===== config.mk =====
export PLATFORM = sky130hd
export DESIGN_NAME = uart9_port
export DESIGN_NICKNAME = d
export VERILOG_FILES = /design/src/rtl/uart9_pkg.sv /design/src/rtl/uart9_sync.sv /design/src/rtl/uart9_tx.sv /design/src/rtl/uart9_rx.sv /design/src/rtl/uart9_port.sv
export SDC_FILE = /design/constraint.sdc
export NUM_CORES = 1
export LEC_CHECK = 0
export ABC_AREA = 0
export BUFFER_PORTS_ARGS = -buffer_cell sky130_fd_sc_hd__buf_2
export CAP_MARGIN = 20
export CORE_ASPECT_RATIO = 0.75
export CORE_MARGIN = 8
export CORE_UTILIZATION = 50
export CTS_BUF_LIST = sky130_fd_sc_hd__clkbuf_8
export DETAILED_ROUTE_END_ITERATION = 10
export PLACE_DENSITY = 0.68
export RECOVER_POWER = 25
export SLEW_MARGIN = 20
export SYNTH_ARGS = -nofsm -noshare
export SYNTH_HDL_FRONTEND = slang
export SYNTH_SLANG_ARGS = --single-unit

===== constraint.sdc =====
create_clock -name clk -period 2.05 [get_ports clk]
set_input_delay 0.205 -clock clk [delete_from_list [all_inputs] [get_ports clk]]
set_output_delay 0.205 -clock clk [all_outputs]
set_load 0.01 [all_outputs]

===== src/rtl/uart9_pkg.sv =====
package uart9_pkg;
  localparam int DATA_W = 8;
  // control register bit positions
  localparam int B_MODE9 = 7;
  localparam int B_RSVD  = 6;
  localparam int B_MPE   = 5;
  localparam int B_REN   = 4;
  localparam int B_TB8   = 3;
  localparam int B_RB8   = 2;
  localparam int B_TI    = 1;
  localparam int B_RI    = 0;
  localparam logic ADDR_CTL = 1'b0;
  localparam logic ADDR_DAT = 1'b1;

  typedef struct packed {
    logic mode9;
    logic mpe;
    logic ren;
    logic tb8;
    logic rb8;
    logic ti;
    logic ri;
  } ctl_t;
endpackage


===== src/rtl/uart9_sync.sv =====
module uart9_sync #(
  parameter int STAGES = 2
) (
  input  logic clk,
  input  logic rst,
  input  logic d,
  output logic q
);
  logic [STAGES-1:0] r;

  always_ff @(posedge clk) begin
    if (rst) r <= '1;
    else     r <= {r[STAGES-2:0], d};
  end

  assign q = r[STAGES-1];
endmodule


===== src/rtl/uart9_tx.sv =====
module uart9_tx #(
  parameter int DW  = 8,
  parameter int OVS = 16
) (
  input  logic          clk,
  input  logic          rst,
  input  logic          tick,
  input  logic          start,
  input  logic [DW-1:0] din,
  input  logic          mode9,
  input  logic          ninth,
  output logic          txd,
  output logic          busy,
  output logic          done
);
  localparam int PW = $clog2(OVS);
  localparam int LW = $clog2(DW + 3);
  localparam logic [PW-1:0] PH_LAST = PW'(OVS - 1);
  localparam logic [LW-1:0] N_BITS9 = LW'(DW + 2);
  localparam logic [LW-1:0] N_BITS8 = LW'(DW + 1);

  logic [DW+1:0] sh;
  logic [LW-1:0] left;
  logic [PW-1:0] ph;
  logic          bit_end;

  assign bit_end = busy && tick && (ph == PH_LAST);
  assign done    = bit_end && (left == '0);

  always_ff @(posedge clk) begin
    if (rst) begin
      busy <= 1'b0;
      txd  <= 1'b1;
      sh   <= '1;
      left <= '0;
      ph   <= '0;
    end else if (!busy) begin
      if (start) begin
        busy <= 1'b1;
        txd  <= 1'b0;
        ph   <= '0;
        sh   <= {1'b1, (mode9 ? ninth : 1'b1), din};
        left <= mode9 ? N_BITS9 : N_BITS8;
      end
    end else if (tick) begin
      if (ph == PH_LAST) begin
        ph <= '0;
        if (left == '0) begin
          busy <= 1'b0;
          txd  <= 1'b1;
        end else begin
          txd  <= sh[0];
          sh   <= {1'b1, sh[DW+1:1]};
          left <= left - 1'b1;
        end
      end else begin
        ph <= ph + 1'b1;
      end
    end
  end
endmodule


===== src/rtl/uart9_rx.sv =====
module uart9_rx #(
  parameter int DW  = 8,
  parameter int OVS = 16
) (
  input  logic          clk,
  input  logic          rst,
  input  logic          tick,
  input  logic          rxd,
  input  logic          en,
  input  logic          mode9,
  output logic          valid,
  output logic [DW-1:0] data,
  output logic          bit9,
  output logic          stopb
);
  localparam int PW = $clog2(OVS);
  localparam int IW = $clog2(DW + 3);
  localparam logic [PW-1:0] PH_LAST = PW'(OVS - 1);
  localparam logic [PW-1:0] PH_S0   = PW'(OVS / 2 - 1);
  localparam logic [PW-1:0] PH_S1   = PW'(OVS / 2);
  localparam logic [PW-1:0] PH_S2   = PW'(OVS / 2 + 1);
  localparam logic [IW-1:0] IX_DLAST = IW'(DW);
  localparam logic [IW-1:0] IX_STOP8 = IW'(DW + 1);
  localparam logic [IW-1:0] IX_STOP9 = IW'(DW + 2);

  logic          busy;
  logic          m9;
  logic [PW-1:0] ph;
  logic [IW-1:0] ix;
  logic [1:0]    smp;
  logic [DW-1:0] sh;
  logic          vote, sampling, decide, last_bit;

  assign sampling = busy && tick && (ph == PH_S0 || ph == PH_S1);
  assign decide   = busy && tick && (ph == PH_S2);
  assign vote     = (smp[1] & smp[0]) | (smp[1] & rxd) | (smp[0] & rxd);
  assign last_bit = m9 ? (ix == IX_STOP9) : (ix == IX_STOP8);

  always_ff @(posedge clk) begin
    if (rst) begin
      busy  <= 1'b0;
      m9    <= 1'b0;
      ph    <= '0;
      ix    <= '0;
      smp   <= '0;
      sh    <= '0;
      valid <= 1'b0;
      data  <= '0;
      bit9  <= 1'b0;
      stopb <= 1'b0;
    end else begin
      valid <= 1'b0;
      if (!busy) begin
        if (tick && en && !rxd) begin
          busy <= 1'b1;
          m9   <= mode9;
          ph   <= PW'(1);
          ix   <= '0;
        end
      end else if (tick) begin
        if (sampling) smp <= {smp[0], rxd};
        if (decide) begin
          if (last_bit) begin
            busy  <= 1'b0;
            valid <= 1'b1;
            stopb <= vote;
            data  <= sh;
          end else if (ix == '0) begin
            if (vote) busy <= 1'b0;
          end else if (ix <= IX_DLAST) begin
            sh <= {vote, sh[DW-1:1]};
          end else begin
            bit9 <= vote;
          end
        end
        if (ph == PH_LAST) begin
          ph <= '0;
          ix <= ix + 1'b1;
        end else begin
          ph <= ph + 1'b1;
        end
      end
    end
  end
endmodule


===== src/rtl/uart9_port.sv =====
module uart9_port
  import uart9_pkg::*;
#(
  parameter int OVERSAMPLE  = 16,
  parameter int SYNC_STAGES = 2
) (
  input  logic              clk,
  input  logic              rst,
  input  logic              reg_wr,
  input  logic              reg_addr,
  input  logic [DATA_W-1:0] reg_wdata,
  output logic [DATA_W-1:0] reg_rdata,
  input  logic              baud_tick,
  input  logic              rx_i,
  output logic              tx_o,
  output logic              irq_tx,
  output logic              irq_rx
);
  ctl_t              ctl;
  logic [DATA_W-1:0] rxbuf;
  logic [DATA_W-1:0] ctl_byte;
  logic              wr_ctl, wr_dat;
  logic              rx_s;
  logic              tx_busy, tx_done;
  logic              rx_valid, rx_b9, rx_stop;
  logic [DATA_W-1:0] rx_data;
  logic              rx_take, rb8_load, rb8_val;
  logic              ctl_ren;

  assign wr_ctl  = reg_wr && (reg_addr == ADDR_CTL);
  assign wr_dat  = reg_wr && (reg_addr == ADDR_DAT);
  assign ctl_ren = ctl.ren;

  uart9_sync #(.STAGES(SYNC_STAGES)) u_sync (
    .clk(clk), .rst(rst), .d(rx_i), .q(rx_s)
  );

  uart9_tx #(.DW(DATA_W), .OVS(OVERSAMPLE)) u_tx (
    .clk(clk), .rst(rst), .tick(baud_tick), .start(wr_dat),
    .din(reg_wdata), .mode9(ctl.mode9), .ninth(ctl.tb8),
    .txd(tx_o), .busy(tx_busy), .done(tx_done)
  );

  uart9_rx #(.DW(DATA_W), .OVS(OVERSAMPLE)) u_rx (
    .clk(clk), .rst(rst), .tick(baud_tick), .rxd(rx_s), .en(ctl.ren),
    .mode9(ctl.mode9), .valid(rx_valid), .data(rx_data),
    .bit9(rx_b9), .stopb(rx_stop)
  );

  // acceptance filter: enable, no pending frame, address/stop qualification
  assign rx_take  = rx_valid && ctl.ren && !ctl.ri &&
                    (ctl.mode9 ? (!ctl.mpe || rx_b9) : (!ctl.mpe || rx_stop));
  assign rb8_load = rx_take && (ctl.mode9 || !ctl.mpe);
  assign rb8_val  = ctl.mode9 ? rx_b9 : rx_stop;

  always_comb begin
    ctl_byte          = '0;
    ctl_byte[B_MODE9] = ctl.mode9;
    ctl_byte[B_RSVD]  = 1'b0;
    ctl_byte[B_MPE]   = ctl.mpe;
    ctl_byte[B_REN]   = ctl.ren;
    ctl_byte[B_TB8]   = ctl.tb8;
    ctl_byte[B_RB8]   = ctl.rb8;
    ctl_byte[B_TI]    = ctl.ti;
    ctl_byte[B_RI]    = ctl.ri;
  end

  always_ff @(posedge clk) begin
    if (rst) begin
      ctl       <= '0;
      rxbuf     <= '0;
      reg_rdata <= '0;
    end else begin
      if (wr_ctl) begin
        ctl.mode9 <= reg_wdata[B_MODE9];
        ctl.mpe   <= reg_wdata[B_MPE];
        ctl.ren   <= reg_wdata[B_REN];
        ctl.tb8   <= reg_wdata[B_TB8];
        ctl.rb8   <= reg_wdata[B_RB8];
        ctl.ti    <= reg_wdata[B_TI];
        ctl.ri    <= reg_wdata[B_RI];
      end
      // hardware sets win over a same-cycle software write
      if (tx_done) ctl.ti <= 1'b1;
      if (rx_take) begin
        ctl.ri <= 1'b1;
        rxbuf  <= rx_data;
      end
      if (rb8_load) ctl.rb8 <= rb8_val;
      reg_rdata <= (reg_addr == ADDR_DAT) ? rxbuf : ctl_byte;
    end
  end

  assign irq_tx = ctl.ti;
  assign irq_rx = ctl.ri;
endmodule


==> impl_metrics.tcl <==
set metrics [dict create \
    critical_path_arrival_ns 2.04 \
    routed_wire_length_per_instance_um 14.7 \
    grt_start_max_net_pins 47 \
    cts_made_buffers 9 \
    setup.reg_to_reg.worst_slack_ns 0.22 \
    grt_util_all_layers 0.154 \
    netlist_top_cells_area "sky130_fd_sc_hd__dfxtp_1 (44%), sky130_fd_sc_hd__mux2i_1 (11%), sky130_fd_sc_hd__nor2_1 (5.9%)" \
    worst_hold_path.endpoint "u_sync.r[0]" \
    synth_nets 392 \
    diodes 0 \
    rsz0062_at_grt "false" \
    post_cts.repair.setup_buffers 0 \
    hp_class "primary input to register" \
    timing.critical_path.fanout_max 10 \
    antenna_violating_nets_remaining 0 \
    reg_to_reg_critical_path_endpoint "u_rx.data[7]" \
    tritoncts_clock_tree "done" \
    max-slew-margin-rel 0.377 \
    detailedPlacementHpwl_um 5120 \
    vdd_drop_max_v 0.000440 \
    outcome "finished, final reports clean" \
    worst_slew_pin_slew_ns 0.935 \
    post_cts_resized 0 \
    gr-total-overflow 0 \
    power_density_nw_per_um2 721 \
    syn2layout_area_growth_pct 10.3 \
    h_tree_level_count 3 \
    buffer_ports.inserted 24 \
    gp_routability_congestion 0.821 \
    fin_tns_setup_ns 0 \
    die_width_um 111 \
    finalHoldViolations 0 \
    postSynthAreaPerCell_sq_um 9.16 \
    finalCriticalPeriod_ns 1.83 \
    drt_pre_antenna_iters 4 \
    async_flop_share 0 \
    clkLatencyLatePin_ns 0.35 \
    routed_via_density 5.51 \
    leading_area_contributor_after_synthesis "sky130_fd_sc_hd__dfxtp_1" \
    path_clk_slew_ns 0.08 \
    yosysWarningCount 0 \
    detailed_route_wl_um 7070 \
    count_of_distinct_cell_types_in_the_synthesized_netlist 49 \
    grt_pass1_wl_um 12300 \
    synth_area_sq_um 3390 \
    cts_sinks 75 \
    final_core_utilization 0.558 \
    route.vias.total 2647 \
    num_rows 26 \
    cts.hold.buffers_added 0 \
    fmax_mhz 547 \
    drt-initial-drc-count 199 \
    final-setup-viol-count 0 \
    setup.worst_path.end_class "register" \
    die_area_sq_um 9690 \
    crit-reg2reg-launch "u_rx.ix[0]" \
    core_area_sq_um 6700 \
    drive_gt1_frac 0.116 \
    finalNetCount 413 \
    postSynthRegisterBits 75 \
    period_share 0.892 \
    syn_inst 370 \
    first_global_vias 2529 \
    finalClockSkew_ns 0.0116 \
    cp.required_ns 2.26 \
    hold_start "rx_i" \
    synth_largest_type_area_fraction 0.443 \
    remaining_drc_errors 0 \
    fp.dieH_um 87.3 \
    finalMaxSlewViolations 0 \
    fill_cells 599 \
    static_leakage_nw 1.39 \
    cap_viol_max_count 0 \
    synth_edf_count 0 \
    yosysSeqAreaShare 0.443 \
    crit_type "register to register" \
    cp-start-kind "register" \
    min_delay_path_depth 2 \
    ys_flop_type "sky130_fd_sc_hd__dfxtp_1" \
    cts_max_path_buffers 2 \
    antenna_violations_before_repair 0 \
    num_io_pins 25 \
    worst-r2r-cell-count 5 \
    cts_root_buf "sky130_fd_sc_hd__clkbuf_8" \
    start_util 0.506 \
]
-- metrics by stage --
step                setup slack (ns)  area, sq um  cells  total power [mW]  hold WS (ns)
floorplan                      0.424         3390    370              1.66         0.302
CTS                            0.221         3750    480              2.72        0.0363
global placement               0.323         3580    464              1.71         0.389
detailed placement             0.220         3580    464              1.71         0.395
global route                  0.0580         3740    480              2.81        0.0560
finish                         0.221         3740    480              2.70        0.0492
-- critical path, stage by stage (launching register included) --
cell                        delay [ns]
sky130_fd_sc_hd__dfxtp_1          0.43
sky130_fd_sc_hd__or3b_4           0.44
sky130_fd_sc_hd__a2111oi_4        0.29
sky130_fd_sc_hd__buf_4            0.27
sky130_fd_sc_hd__mux2i_1          0.21
sky130_fd_sc_hd__nor2_1           0.05
-- metal layers --
layer / wire length, um / global-route usage / vias to the layer above
li1: - / - / 1337
met1: 3570 / 0.202 / 1257
met2: 3120 / 0.235 / 43
met3: 275 / 0.0455 / 10
met4: 115 / 0.0531 / 0
met5: 0 / 0 / -
-- where the power goes --
part / switching (mW) / internal (mW) / total (mW)
Sequential: 0.0211 / 1.48 / 1.50
Clock: 0.574 / 0.445 / 1.02
Combinational: 0.103 / 0.0695 / 0.173
Total: 0.698 / 2.00 / 2.70
-- synth_stat cells, types with 3 or more instances --
master	count
sky130_fd_sc_hd__nand2b_1	16
sky130_fd_sc_hd__nor4_1	8
sky130_fd_sc_hd__nor3_1	9
sky130_fd_sc_hd__mux2_1	7
sky130_fd_sc_hd__or2_1	3
sky130_fd_sc_hd__a21oi_1	22
sky130_fd_sc_hd__and2_1	5
sky130_fd_sc_hd__ha_1	8
sky130_fd_sc_hd__buf_4	4
sky130_fd_sc_hd__nor2_1	53
sky130_fd_sc_hd__mux2i_1	38
sky130_fd_sc_hd__nand2_1	25
sky130_fd_sc_hd__or3_1	5
sky130_fd_sc_hd__nand3_1	9
sky130_fd_sc_hd__dfxtp_1	75
sky130_fd_sc_hd__inv_1	8
sky130_fd_sc_hd__a31oi_1	8
sky130_fd_sc_hd__nand3b_1	6
sky130_fd_sc_hd__clkbuf_1	13
sky130_fd_sc_hd__buf_2	3
sky130_fd_sc_hd__o21ai_1	3
sky130_fd_sc_hd__a211oi_1	7
-- cell type report --
type | instances | area, sq um | share of cell area
clock inverters | 7 | 51.3 | 0.0137
well taps | 84 | 105 | 0.0281
clock buffers | 9 | 124 | 0.0331
multi-input cells | 263 | 1730 | 0.464
repair buffers | 34 | 194 | 0.0519
inverters | 8 | 30.0 | 0.00803
flip-flops and latches | 75 | 1500 | 0.402
-- state kept, by name, indices dropped and copies added, names as in the netlist, 2 cells and up --
signal     cells
u_rx.ph        4
reg_rdata      8
ctl            4
u_rx.ix        4
u_sync.r       2
u_rx.data      8
rxbuf          8
u_rx.smp       2
u_tx.left      4
u_tx.sh        9
u_rx.sh        8
u_tx.ph        4
-- kinds of logic (layout without fill, tap and decap cells) --
family / after synthesis / count (layout) / share of synthesized area
simple gates: 154 / 154 / 0.231
buf+inv: 32 / 58 / 0.0454
xor+xnor: 2 / 2 / 0.00517
mux: 46 / 46 / 0.139
fa+ha+maj: 9 / 9 / 0.0325
compound gates: 52 / 52 / 0.104
flops: 75 / 75 / 0.443
-- layout by cell type, fill, tap and decap left out, types with 3 or more instances in the layout --
master | Yosys | layout
sky130_fd_sc_hd__a211oi_1 | 7 | 7
sky130_fd_sc_hd__a21oi_1 | 22 | 22
sky130_fd_sc_hd__a31oi_1 | 8 | 8
sky130_fd_sc_hd__and2_1 | 5 | 5
sky130_fd_sc_hd__buf_2 | 3 | 16
sky130_fd_sc_hd__buf_4 | 4 | 8
sky130_fd_sc_hd__clkbuf_1 | 13 | 9
sky130_fd_sc_hd__clkbuf_8 | 0 | 9
sky130_fd_sc_hd__dfxtp_1 | 75 | 75
sky130_fd_sc_hd__ha_1 | 8 | 8
sky130_fd_sc_hd__inv_1 | 8 | 9
sky130_fd_sc_hd__mux2_1 | 7 | 7
sky130_fd_sc_hd__mux2i_1 | 38 | 38
sky130_fd_sc_hd__nand2_1 | 25 | 25
sky130_fd_sc_hd__nand2b_1 | 16 | 16
sky130_fd_sc_hd__nand3_1 | 9 | 9
sky130_fd_sc_hd__nand3b_1 | 6 | 6
sky130_fd_sc_hd__nor2_1 | 53 | 53
sky130_fd_sc_hd__nor3_1 | 9 | 9
sky130_fd_sc_hd__nor4_1 | 8 | 8
sky130_fd_sc_hd__o21ai_1 | 3 | 3
sky130_fd_sc_hd__or2_1 | 3 | 3
sky130_fd_sc_hd__or3_1 | 5 | 5
-- worst max path at each step --
stage,start,cells after the start,endpoint
after floorplan,u_rx.ix[0],5,u_rx.data[5]
after global placement,u_rx.ix[0],5,u_rx.data[1]
after detailed placement,u_rx.ix[0],5,u_rx.data[1]
after CTS,u_rx.ix[0],5,u_rx.data[1]
after global routing,u_rx.ph[0],6,u_rx.data[7]
final,u_rx.ix[0],5,u_rx.data[7]
(Power assumes the default switching activity.)
